$ cat config.mk
export PLATFORM = sky130hd
export DESIGN_NAME = fwd_hazard_unit
export DESIGN_NICKNAME = d
export VERILOG_FILES = /design/src/rtl/fwd_pkg.sv /design/src/rtl/fwd_match.sv /design/src/rtl/alu_fwd_sel.sv /design/src/rtl/store_fwd_sel.sv /design/src/rtl/load_use_detect.sv /design/src/rtl/fwd_hazard_unit.sv
export SDC_FILE = /design/constraint.sdc
export NUM_CORES = 1
export LEC_CHECK = 0
export ABC_AREA = 1
export BUFFER_PORTS_ARGS = -buffer_cell sky130_fd_sc_hd__buf_2
export CORE_MARGIN = 8
export CORE_UTILIZATION = 45
export DETAILED_ROUTE_END_ITERATION = 8
export PLACE_DENSITY = 0.89
export SLEW_MARGIN = 20
export SYNTH_ARGS = -nofsm -noshare
export SYNTH_HDL_FRONTEND = slang
export SYNTH_SLANG_ARGS = --single-unit
export TNS_END_PERCENT = 100
$ cat constraint.sdc
create_clock -name vclk -period 2.9
set_clock_uncertainty 0.05 [all_clocks]
set_input_delay 0.58 -clock vclk [all_inputs]
set_output_delay 0.58 -clock vclk [all_outputs]
set_load 0.05 [all_outputs]
$ cat src/rtl/fwd_pkg.sv
package fwd_pkg;

    localparam int SEL_W = 2;

    typedef enum logic [SEL_W-1:0] {
        FWD_NONE     = 2'b00,
        FWD_FROM_WB  = 2'b01,
        FWD_FROM_MEM = 2'b10
    } fwd_sel_e;

    // Nearer producer wins: memory stage holds the younger result.
    function automatic fwd_sel_e fwd_pick(input logic hit_mem, input logic hit_wb);
        if (hit_mem)
            return FWD_FROM_MEM;
        else if (hit_wb)
            return FWD_FROM_WB;
        else
            return FWD_NONE;
    endfunction

endpackage

$ cat src/rtl/fwd_match.sv
module fwd_match #(
    parameter int ADDR_W = 5
) (
    input  logic [ADDR_W-1:0] src,
    input  logic [ADDR_W-1:0] dst,
    input  logic              dst_valid,
    output logic              hit
);
    localparam logic [ADDR_W-1:0] ZERO_REG = '0;

    always_comb begin
        hit = dst_valid && (dst != ZERO_REG) && (dst == src);
    end
endmodule

$ cat src/rtl/alu_fwd_sel.sv
module alu_fwd_sel
    import fwd_pkg::*;
#(
    parameter int ADDR_W  = 5,
    parameter int NUM_OPS = 2
) (
    input  logic [NUM_OPS-1:0][ADDR_W-1:0] srcs,
    input  logic [ADDR_W-1:0]              mem_rd,
    input  logic                           mem_wr,
    input  logic [ADDR_W-1:0]              wb_rd,
    input  logic                           wb_wr,
    output logic [NUM_OPS-1:0][SEL_W-1:0]  sels
);
    localparam logic [ADDR_W-1:0] ZERO_REG = '0;

    for (genvar op = 0; op < NUM_OPS; op++) begin : g_op
        logic     hit_mem;
        logic     hit_wb;
        fwd_sel_e sel;

        fwd_match #(.ADDR_W(ADDR_W)) u_mem (
            .src(srcs[op]), .dst(mem_rd), .dst_valid(mem_wr), .hit(hit_mem)
        );
        fwd_match #(.ADDR_W(ADDR_W)) u_wb (
            .src(srcs[op]), .dst(wb_rd), .dst_valid(wb_wr), .hit(hit_wb)
        );

        always_comb begin
            sel      = fwd_pick(hit_mem, hit_wb);
            sels[op] = sel;
        end

        always_comb begin
            if (hit_mem)
                assert_mem_priority_R4: assert (sels[op] == FWD_FROM_MEM)
                    else $error("memory-stage match not selected");
            if (srcs[op] == ZERO_REG)
                assert_zero_reg_R5: assert (sels[op] == FWD_NONE)
                    else $error("register 0 forwarded");
            if (!mem_wr && !wb_wr)
                assert_no_writer_R6: assert (sels[op] == FWD_NONE)
                    else $error("forwarding without a writer");
        end
    end
endmodule

$ cat src/rtl/store_fwd_sel.sv
module store_fwd_sel #(
    parameter int ADDR_W = 5
) (
    input  logic [ADDR_W-1:0] mem_rt,
    input  logic              mem_store,
    input  logic [ADDR_W-1:0] wb_rd,
    input  logic              wb_regwrite,
    input  logic              wb_load,
    output logic              fwd_store
);
    logic hit;

    fwd_match #(.ADDR_W(ADDR_W)) u_hit (
        .src(mem_rt), .dst(wb_rd), .dst_valid(wb_regwrite && wb_load), .hit(hit)
    );

    always_comb begin
        fwd_store = mem_store && hit;
    end

    always_comb begin
        if (fwd_store)
            assert_store_src_R7: assert (wb_load && mem_store && (wb_rd == mem_rt))
                else $error("store data forwarded from non-load");
    end
endmodule

$ cat src/rtl/load_use_detect.sv
module load_use_detect #(
    parameter int ADDR_W = 5
) (
    input  logic [ADDR_W-1:0] id_rs,
    input  logic [ADDR_W-1:0] id_rt,
    input  logic              id_rs_used,
    input  logic              id_rt_used,
    input  logic              id_store,
    input  logic [ADDR_W-1:0] ex_rd,
    input  logic              ex_load,
    output logic              stall
);
    logic hit_rs;
    logic hit_rt;

    fwd_match #(.ADDR_W(ADDR_W)) u_rs (
        .src(id_rs), .dst(ex_rd), .dst_valid(ex_load), .hit(hit_rs)
    );
    fwd_match #(.ADDR_W(ADDR_W)) u_rt (
        .src(id_rt), .dst(ex_rd), .dst_valid(ex_load), .hit(hit_rt)
    );

    // Store data is covered later by the write-back to memory-stage path.
    always_comb begin
        stall = (id_rs_used && hit_rs) || (id_rt_used && hit_rt && !id_store);
    end

    always_comb begin
        if (stall)
            assert_stall_needs_load_R12: assert (ex_load)
                else $error("stall without load in execute");
        if (id_store && !(id_rs_used && hit_rs))
            assert_store_data_free_R10: assert (!stall)
                else $error("store data dependency stalled");
    end
endmodule

$ cat src/rtl/fwd_hazard_unit.sv
module fwd_hazard_unit
    import fwd_pkg::*;
#(
    parameter int ADDR_W = 5
) (
    input  logic [ADDR_W-1:0] id_rs,
    input  logic [ADDR_W-1:0] id_rt,
    input  logic              id_rs_used,
    input  logic              id_rt_used,
    input  logic              id_store,
    input  logic [ADDR_W-1:0] ex_rs,
    input  logic [ADDR_W-1:0] ex_rt,
    input  logic [ADDR_W-1:0] ex_rd,
    input  logic              ex_load,
    input  logic [ADDR_W-1:0] mem_rd,
    input  logic              mem_regwrite,
    input  logic [ADDR_W-1:0] mem_rt,
    input  logic              mem_store,
    input  logic [ADDR_W-1:0] wb_rd,
    input  logic              wb_regwrite,
    input  logic              wb_load,
    output logic [1:0]        fwd_a,
    output logic [1:0]        fwd_b,
    output logic              fwd_store,
    output logic              pc_hold,
    output logic              ifid_hold,
    output logic              idex_bubble
);
    localparam int NUM_OPS = 2;
    localparam int OP_A    = 0;
    localparam int OP_B    = 1;

    logic [NUM_OPS-1:0][ADDR_W-1:0] ex_srcs;
    logic [NUM_OPS-1:0][SEL_W-1:0]  op_sels;
    logic                           stall;

    always_comb begin
        ex_srcs[OP_A] = ex_rs;
        ex_srcs[OP_B] = ex_rt;
    end

    alu_fwd_sel #(.ADDR_W(ADDR_W), .NUM_OPS(NUM_OPS)) u_alu (
        .srcs(ex_srcs), .mem_rd(mem_rd), .mem_wr(mem_regwrite),
        .wb_rd(wb_rd), .wb_wr(wb_regwrite), .sels(op_sels)
    );

    store_fwd_sel #(.ADDR_W(ADDR_W)) u_store (
        .mem_rt(mem_rt), .mem_store(mem_store), .wb_rd(wb_rd),
        .wb_regwrite(wb_regwrite), .wb_load(wb_load), .fwd_store(fwd_store)
    );

    load_use_detect #(.ADDR_W(ADDR_W)) u_luse (
        .id_rs(id_rs), .id_rt(id_rt), .id_rs_used(id_rs_used),
        .id_rt_used(id_rt_used), .id_store(id_store),
        .ex_rd(ex_rd), .ex_load(ex_load), .stall(stall)
    );

    always_comb begin
        fwd_a       = op_sels[OP_A];
        fwd_b       = op_sels[OP_B];
        pc_hold     = stall;
        ifid_hold   = stall;
        idex_bubble = stall;
    end

    always_comb begin
        if (id_rs_used && ex_load && (ex_rd == id_rs) && (id_rs != '0))
            assert_rs_stall_R8: assert (idex_bubble && pc_hold)
                else $error("load-use on first source not stalled");
        if (!ex_load)
            assert_no_load_R12: assert (!pc_hold && !ifid_hold && !idex_bubble)
                else $error("hold without load");
    end
endmodule

; Word level (Yosys, flattened, before mapping)
; Index checks and enable logic that the tools add are counted.
[classes]
n_eq_ne = 7
n_mux = 4
n_reduce_logical = 21
[ops]
columns = op, n
row1 = $eq A5 B5 Y1, 7
row2 = $logic_and A1 B1 Y1, 16
row3 = $reduce_bool A5 Y1, 3
row4 = $mux W2, 2
row5 = $mux W1, 2
row6 = $logic_not A1 Y1, 1
row7 = $logic_or A1 B1 Y1, 1
[word_totals]
ff_bits = 0
input_bits = 48

; Longest topological paths before layout
; Gate-level depths: netlist of run 1.
[depth]
depth_word = 6
mapped_depth = 7

; Cells and area by module
; A second synthesis of run 1 with hierarchy kept.
[hier_totals]
cells_unflattened = 219
area_unflattened_um2 = 895.9
[by_module_without_submodules]
columns = mod, n_inst, cells_per_inst, area_each_um2, seq_area_each_um2
row1 = fwd_match, 7, 29, 116.4, 0.0
row2 = alu_fwd_sel, 1, 6, 35.0, 0.0
row3 = load_use_detect, 1, 4, 16.3, 0.0
row4 = fwd_hazard_unit, 1, 2, 15.0, 0.0
row5 = store_fwd_sel, 1, 4, 15.0, 0.0

; Worst setup path before layout of run 1
; No wires, ideal clock.
[synth_timing]
kind = input to output
start = input ex_rd[4]
end = output ifid_hold
arrival_ns = 2.080
path_slack_ns = 0.190
path_stages = 7
n_path_buf = 1
path_cell_list = inv_1 nand2_1 nand2_1 nor2_1 nand3_1 a21oi_1 buf_4
[synth_between]
elab_chain_len = 6
elab_cells_between_ends = 10
classes_between = eq/ne (2) / reduce/logical (8)
[synth_rtl]
columns = item, line_no
row1 = from (decl), fwd_hazard_unit.sv:13  ; input logic [ADDR_W-1:0] ex_rd,
row2 = $reduce_bool A5 Y1, fwd_match.sv:12  ; hit = dst_valid && (dst != ZERO_REG) && (dst == src);
row3 = $logic_and A1 B1 Y1 (2 in series), fwd_match.sv:12
row4 = $logic_and A1 B1 Y1 (2 in series), load_use_detect.sv:25  ; stall = (id_rs_used && hit_rs) || (id_rt_used && hit_rt && !id_store);
row5 = $logic_or A1 B1 Y1 *, load_use_detect.sv:25
row6 = to (decl), fwd_hazard_unit.sv:26  ; output logic ifid_hold,
; Mark *: on every way between the ends. The rest lies on a longest branch, timed or not.

; Final worst setup path of run 1
[layout_timing]
start = input mem_rd[4]
end = output fwd_a[0]
[layout_between]
elab_chain_len = 4
elab_cells_between_ends = 5
classes_between = eq/ne (1) / mux (1) / reduce/logical (3)
[layout_rtl]
columns = item, line_no
row1 = from (decl), fwd_hazard_unit.sv:15  ; input logic [ADDR_W-1:0] mem_rd,
row2 = $reduce_bool A5 Y1, fwd_match.sv:12
row3 = $logic_and A1 B1 Y1, fwd_match.sv:12
row4 = $logic_and A1 B1 Y1 *, fwd_match.sv:12
row5 = $mux W2 *, fwd_pkg.sv:13  ; if (hit_mem)
row6 = to (decl), fwd_hazard_unit.sv:22  ; output logic [1:0] fwd_a,
; Marks and branches as above.

==> results of run 1 <==
==> metrics by stage <==
| step | hold slack, ns | power (mW) | setup slack (ns) | area (sq um) | std cells |
|---|---|---|---|---|---|
| floorplan | 1.358 | 0.06973 | 0.1900 | 699.4 | 159 |
| global placement | 1.524 | 0.1212 | 0.7606 | 969.7 | 227 |
| detailed placement | 1.520 | 0.1223 | 0.7486 | 969.7 | 227 |
| CTS | 1.522 | 0.1228 | 0.7442 | 969.7 | 227 |
| global route | 1.544 | 0.1411 | 0.6261 | 969.7 | 227 |
| finish | 1.518 | 0.1221 | 0.7592 | 969.7 | 227 |
==> kinds of logic (layout without fill, tap and decap cells) <==
logic type | count (synthesis) | in the layout | synth area share
simple gates | 108 | 108 | 0.6261
buf+inv | 36 | 88 | 0.2147
xor+xnor | 8 | 8 | 0.1002
compound gates | 7 | 7 | 0.05903
==> metal layers <==
layer | wire length, um | up-vias | GRT usage | share of wire
met5 | 0 | - | 0 | 0
met4 | 0 | 0 | 0 | 0
met3 | 185 | 0 | 0.03881 | 0.089
met2 | 960 | 37 | 0.2324 | 0.46
met1 | 928 | 406 | 0.1574 | 0.45
li1 | - | 573 | - | -
==> synth_stat cells, drive strengths merged <==
| cell type | count | area (sq um) |
|---|---|---|
| inv | 32 | 120.1 |
| a21oi | 2 | 10.01 |
| nor2 | 26 | 102.6 |
| xor2 | 4 | 35.03 |
| xnor2 | 4 | 35.03 |
| nand2 | 69 | 261.5 |
| nand4 | 2 | 12.51 |
| buf | 4 | 30.03 |
| or2 | 1 | 6.260 |
| o22ai | 2 | 12.51 |
| o21ai | 3 | 18.77 |
| nand3 | 10 | 55.05 |
==> area by class of cell <==
class              count  area share
inverters             32      0.1239
well taps             16     0.02065
repair buffers        56      0.2890
multi-input cells    123      0.5665
==> final timing paths <==
kind              slack, ns  cells past startpoint  startpoint   endpoint
setup / recovery       0.76                      6   mem_rd[4]   fwd_a[0]
hold / removal         1.52                      4     ex_load  ifid_hold
==> placed cells by master, fill, tap and decap left out, drive strengths merged <==
cell type	Yosys	final
buf	4	56
or2	1	1
nor2	26	26
o22ai	2	2
o21ai	3	3
nand3	10	10
nand4	2	2
a21oi	2	2
inv	32	32
xor2	4	4
xnor2	4	4
nand2	69	69
==> power groups by stage <==
stage | registers, mW | logic, mW | clock network [mW]
2_1_floorplan | 0 | 0.0697 | 0
3_3_place_gp | 0 | 0.121 | 0
3_5_place_dp | 0 | 0.122 | 0
4_1_cts | 0 | 0.123 | 0
5_1_grt | 0 | 0.141 | 0
6_report | 0 | 0.122 | 0
==> results_dict.tcl, run 1 <==
set metrics [dict create \
    post-route-util 0.6513 \
    die_area_sq_um 3072 \
    required_ns 2.27 \
    drt_pass1_iterations 4 \
    syn_to_final_growth_pct 38.64 \
    worst_pin_slew_ns 0.2558 \
    hold_viol 0 \
    path_common_cell "buf_2" \
    io_buffers 56 \
    maxSlewViolCount 0 \
    p_leak_nw 0.6929 \
    fillers 155 \
    grt_overflow_total 0 \
    nClkBuffers 0 \
    gp_congestion 0.8429 \
    grt_max_degree 6 \
    rows 14 \
    num_vias 1016 \
    die_h_um 55.43 \
    die_x_um 55.43 \
    synth_warnings 0 \
    switching_share 0.5574 \
    status "complete, no violations" \
    start_kind "input pin" \
    syn_area_sq_um 699.4 \
    multi_input_area_sq_um 549.3 \
    cap_violations 0 \
    seqCellArea_sq_um 0 \
    viasPerCell 4.476 \
    final.setup.tns_ns 0 \
    wire_per_inst_um 9.132 \
    final.period_utilization 0.7382 \
    synthDistinctLibCells 17 \
    cp_data_arrival_time_ns 1.51 \
    p_sw_mw 0.06806 \
    ir_drop_v 0.00005456 \
    cp_slowest_stage_delay_ns 0.26 \
    synth_nets 207 \
    relSlewSlack 0.8307 \
    power.density_nw_per_um2 125.9 \
    period_minus_slack_ns 2.141 \
    dp_hpwl_um 1943 \
    crit_type "in -> out" \
    seq_cells 0 \
    num-nets-final 261 \
    cts-hold-fix-buffers 0 \
    ys_seq_area_frac 0 \
    rsz0062_at_grt "false" \
    critPathTopFamily "simple AND/OR/NAND/NOR gates" \
    postRouteAntennaNets 0 \
    seqPwrFrac 0 \
    drtIter0Drc 16 \
    grt_pass1_wl_um 3753 \
    hp-class "in -> out" \
    grt_pass1_vias 939 \
    cp_max_fo 3 \
    cts_setup_buffers 0 \
    postSynthAreaPerCell_sq_um 4.399 \
    drc 0 \
    initial_core_util 0.4697 \
    combPwrFrac 1.000 \
    syn_inst 159 \
    final-setup-viol-count 0 \
    io_pins 56 \
    cts_resized 0 \
    antenna_found_initial 0 \
    drt-total-wl_um 2073 \
    core-area_sq_um 1489 \
    slowest_stage "buf_2" \
    worstSetupEndpointType "output port" \
    p_int_mw 0.05405 \
    max_freq_ghz 0.4671 \
    antenna_cells 0 \
    drive_above_1_share 0.2938 \
    crit_chain "buf_2, or2_0, o21ai_2, nor2_1, nor2_2, buf_2" \
    grtUsageTotal 0.1305 \
    clkPwrFrac 0 \
    path_buf_inv 2 \
]
Note: power is estimated with default switching activity, not from simulation.
==> inputs of run 2 (changes only) <==
Settings changed: ABC_AREA 1 to 0, CORE_UTILIZATION 45 to 36, PLACE_DENSITY 0.89 to 0.84.
Clock period 2.9 ns to 2 ns, I/O delays scaled along.
==> results_dict.tcl, run 2 <==
set metrics [dict create \
    antenna_found_initial 0 \
    grt_max_degree 5 \
    num-nets-final 178 \
    drt-total-wl_um 2488 \
    drive_above_1_share 0.6797 \
    final-setup-viol-count 6 \
    initial_core_util 0.3797 \
    yosys.area.top_type "xor2_1" \
    violations "negative setup slack" \
    seqCellArea_sq_um 0 \
    layout_setup_ws_ns -0.1470 \
    yosysMostFrequentCell "xor2_1" \
    ys_top_cells_by_area "xor2_1 39%, xnor2_1 23%, or4_1 7.7%, buf_4 6.2%, nor4_1 5.1%" \
    die_h_um 52.82 \
    drc 0 \
    die_x_um 52.82 \
    synth_warnings 0 \
    period_minus_slack_ns 2.147 \
    viasPerCell 5.070 \
    syn_area_sq_um 488.0 \
    grt_pass1_wl_um 3498 \
    hold_viol 0 \
    ys_seq_area_frac 0 \
    core-area_sq_um 1285 \
    grt_overflow_total 0 \
    postRouteAntennaNets 0 \
    fillers 58 \
    cp_max_fo 3 \
    synth_nets 109 \
    cts-hold-fix-buffers 0 \
    startpoint "mem_rd[0]" \
    grtUsageTotal 0.1571 \
    rows 13 \
    maxSlewViolCount 0 \
    num_vias 725 \
    io_pins 56 \
    rsz0062_at_grt "true" \
    yosysTopAreaCellShare 0.3949 \
    hold_depth 4 \
    required_ns 1.55 \
    postSynthAreaPerCell_sq_um 7.999 \
    hold_path_startpoint "mem_regwrite" \
    drt_pass1_iterations 3 \
    wire_per_inst_um 17.40 \
    seq_cells 0 \
    hp-class "in -> out" \
    gp_congestion 0.8192 \
    synthDistinctLibCells 14 \
    die_area_sq_um 2789 \
    syn_to_final_growth_pct 131.5 \
    drtIter0Drc 1 \
    synth_common_cells "22 x xor2_1, 13 x xnor2_1, 5 x or4_1" \
    dp_hpwl_um 1784 \
    relSlewSlack 0.6969 \
    max_freq_ghz 0.4658 \
    layout_commonest_cell "buf_2" \
    nClkBuffers 0 \
    cap_violations 0 \
    power.density_nw_per_um2 204.7 \
    worst_pin_slew_ns 0.4508 \
    power_mw 0.2312 \
    worstSetupEndpointType "output port" \
    antenna_cells 0 \
    syn_inst 61 \
    io_buffers 56 \
    grt_pass1_vias 830 \
    final.period_utilization 1.074 \
    ir_drop_v 0.0001423 \
    layout_common_cells "36 x buf_2, 19 x xor2_1, 15 x buf_6, 15 x buf_4, 13 x xnor2_1" \
    status "complete, but fails checks" \
    crit_type "in -> out" \
    p_leak_nw 0.5043 \
    start_kind "input pin" \
    hold-path-endpoint "fwd_b[1]" \
    post-route-util 0.8793 \
    cp_data_arrival_time_ns 1.70 \
]
## run 2: changes by cell type after synthesis, sizes merged, moves of 5 or more
cell   delta
inv      -32
xor2     +18
nand2    -69
nor4      +6
xnor2     +9
nand3     -6
or4       +5
nor2     -26
## run 2: kinds of logic after synthesis
kind of cell / Yosys count / share of synthesized area
AO/OA/AOI/OAI: 4 / 0.04869
XOR/XNOR: 35 / 0.6282
buffers and inverters: 4 / 0.06154
AND/OR/NAND/NOR: 18 / 0.2615
## run 2: worst max-delay path: stages
cell     delay [ns]
buf_8          0.10
or4_4          0.54
o21ai_4        0.21
nor4_2         0.10
nor4_4         0.15
buf_6          0.19
## run 2: per-layer routing
| layer | global-route usage | part of all wire | vias up |
|---|---|---|---|
| met1 | 0.1551 | 0.32 | 330 |
| met4 | 0.01724 | 0 | 0 |
| met5 | 0 | 0 | - |
| li1 | - | - | 348 |
| met2 | 0.3027 | 0.55 | 47 |
| met3 | 0.06250 | 0.13 | 0 |
## run 2: where the power goes
| part | leakage (nW) | switching [mW] | internal [mW] | total [mW] |
|---|---|---|---|---|
| Clock | 0 | 0 | 0 | 0 |
| Combinational | 0.504 | 0.106 | 0.125 | 0.231 |
| Sequential | 0 | 0 | 0 | 0 |
## run 2: final cells by class
| type | instances | area, sq um | area share |
|---|---|---|---|
| multi-input cells | 57 | 581.8 | 0.5150 |
| repair buffers | 71 | 529.3 | 0.4684 |
| well taps | 15 | 18.77 | 0.01661 |
## run 2: stage by stage
step	hold slack [ns]	instance area (sq um)	std cells	worst slack, ns	TNS, ns
2_1_floorplan	0.9276	536.8	61	-0.2059	-0.5303
3_5_place_dp	1.180	910.9	143	-0.2536	-1.464
4_1_cts	1.131	1033	143	-0.1675	-0.4071
5_1_grt	1.168	1130	143	-0.1924	-0.8037
6_report	1.148	1130	143	-0.1470	-0.4293
3_3_place_gp	1.153	910.9	143	-0.2446	-1.173
## run 2: repair_timing
action | in CTS | in global routing
buffers inserted | 0 | 1
resized for setup | 31 | 24
pin swaps | 5 | 9
setup endpoints to repair | 8 | 8
## run 2: worst max path at each step
stage / end / slack (ns) / cells past startpoint
finish: fwd_a[0] / -0.15 / 6
global route: fwd_a[0] / -0.19 / 6
CTS: fwd_b[0] / -0.17 / 5
detailed placement: fwd_b[0] / -0.25 / 5
global placement: fwd_b[0] / -0.24 / 5
floorplan: fwd_a[0] / -0.21 / 3
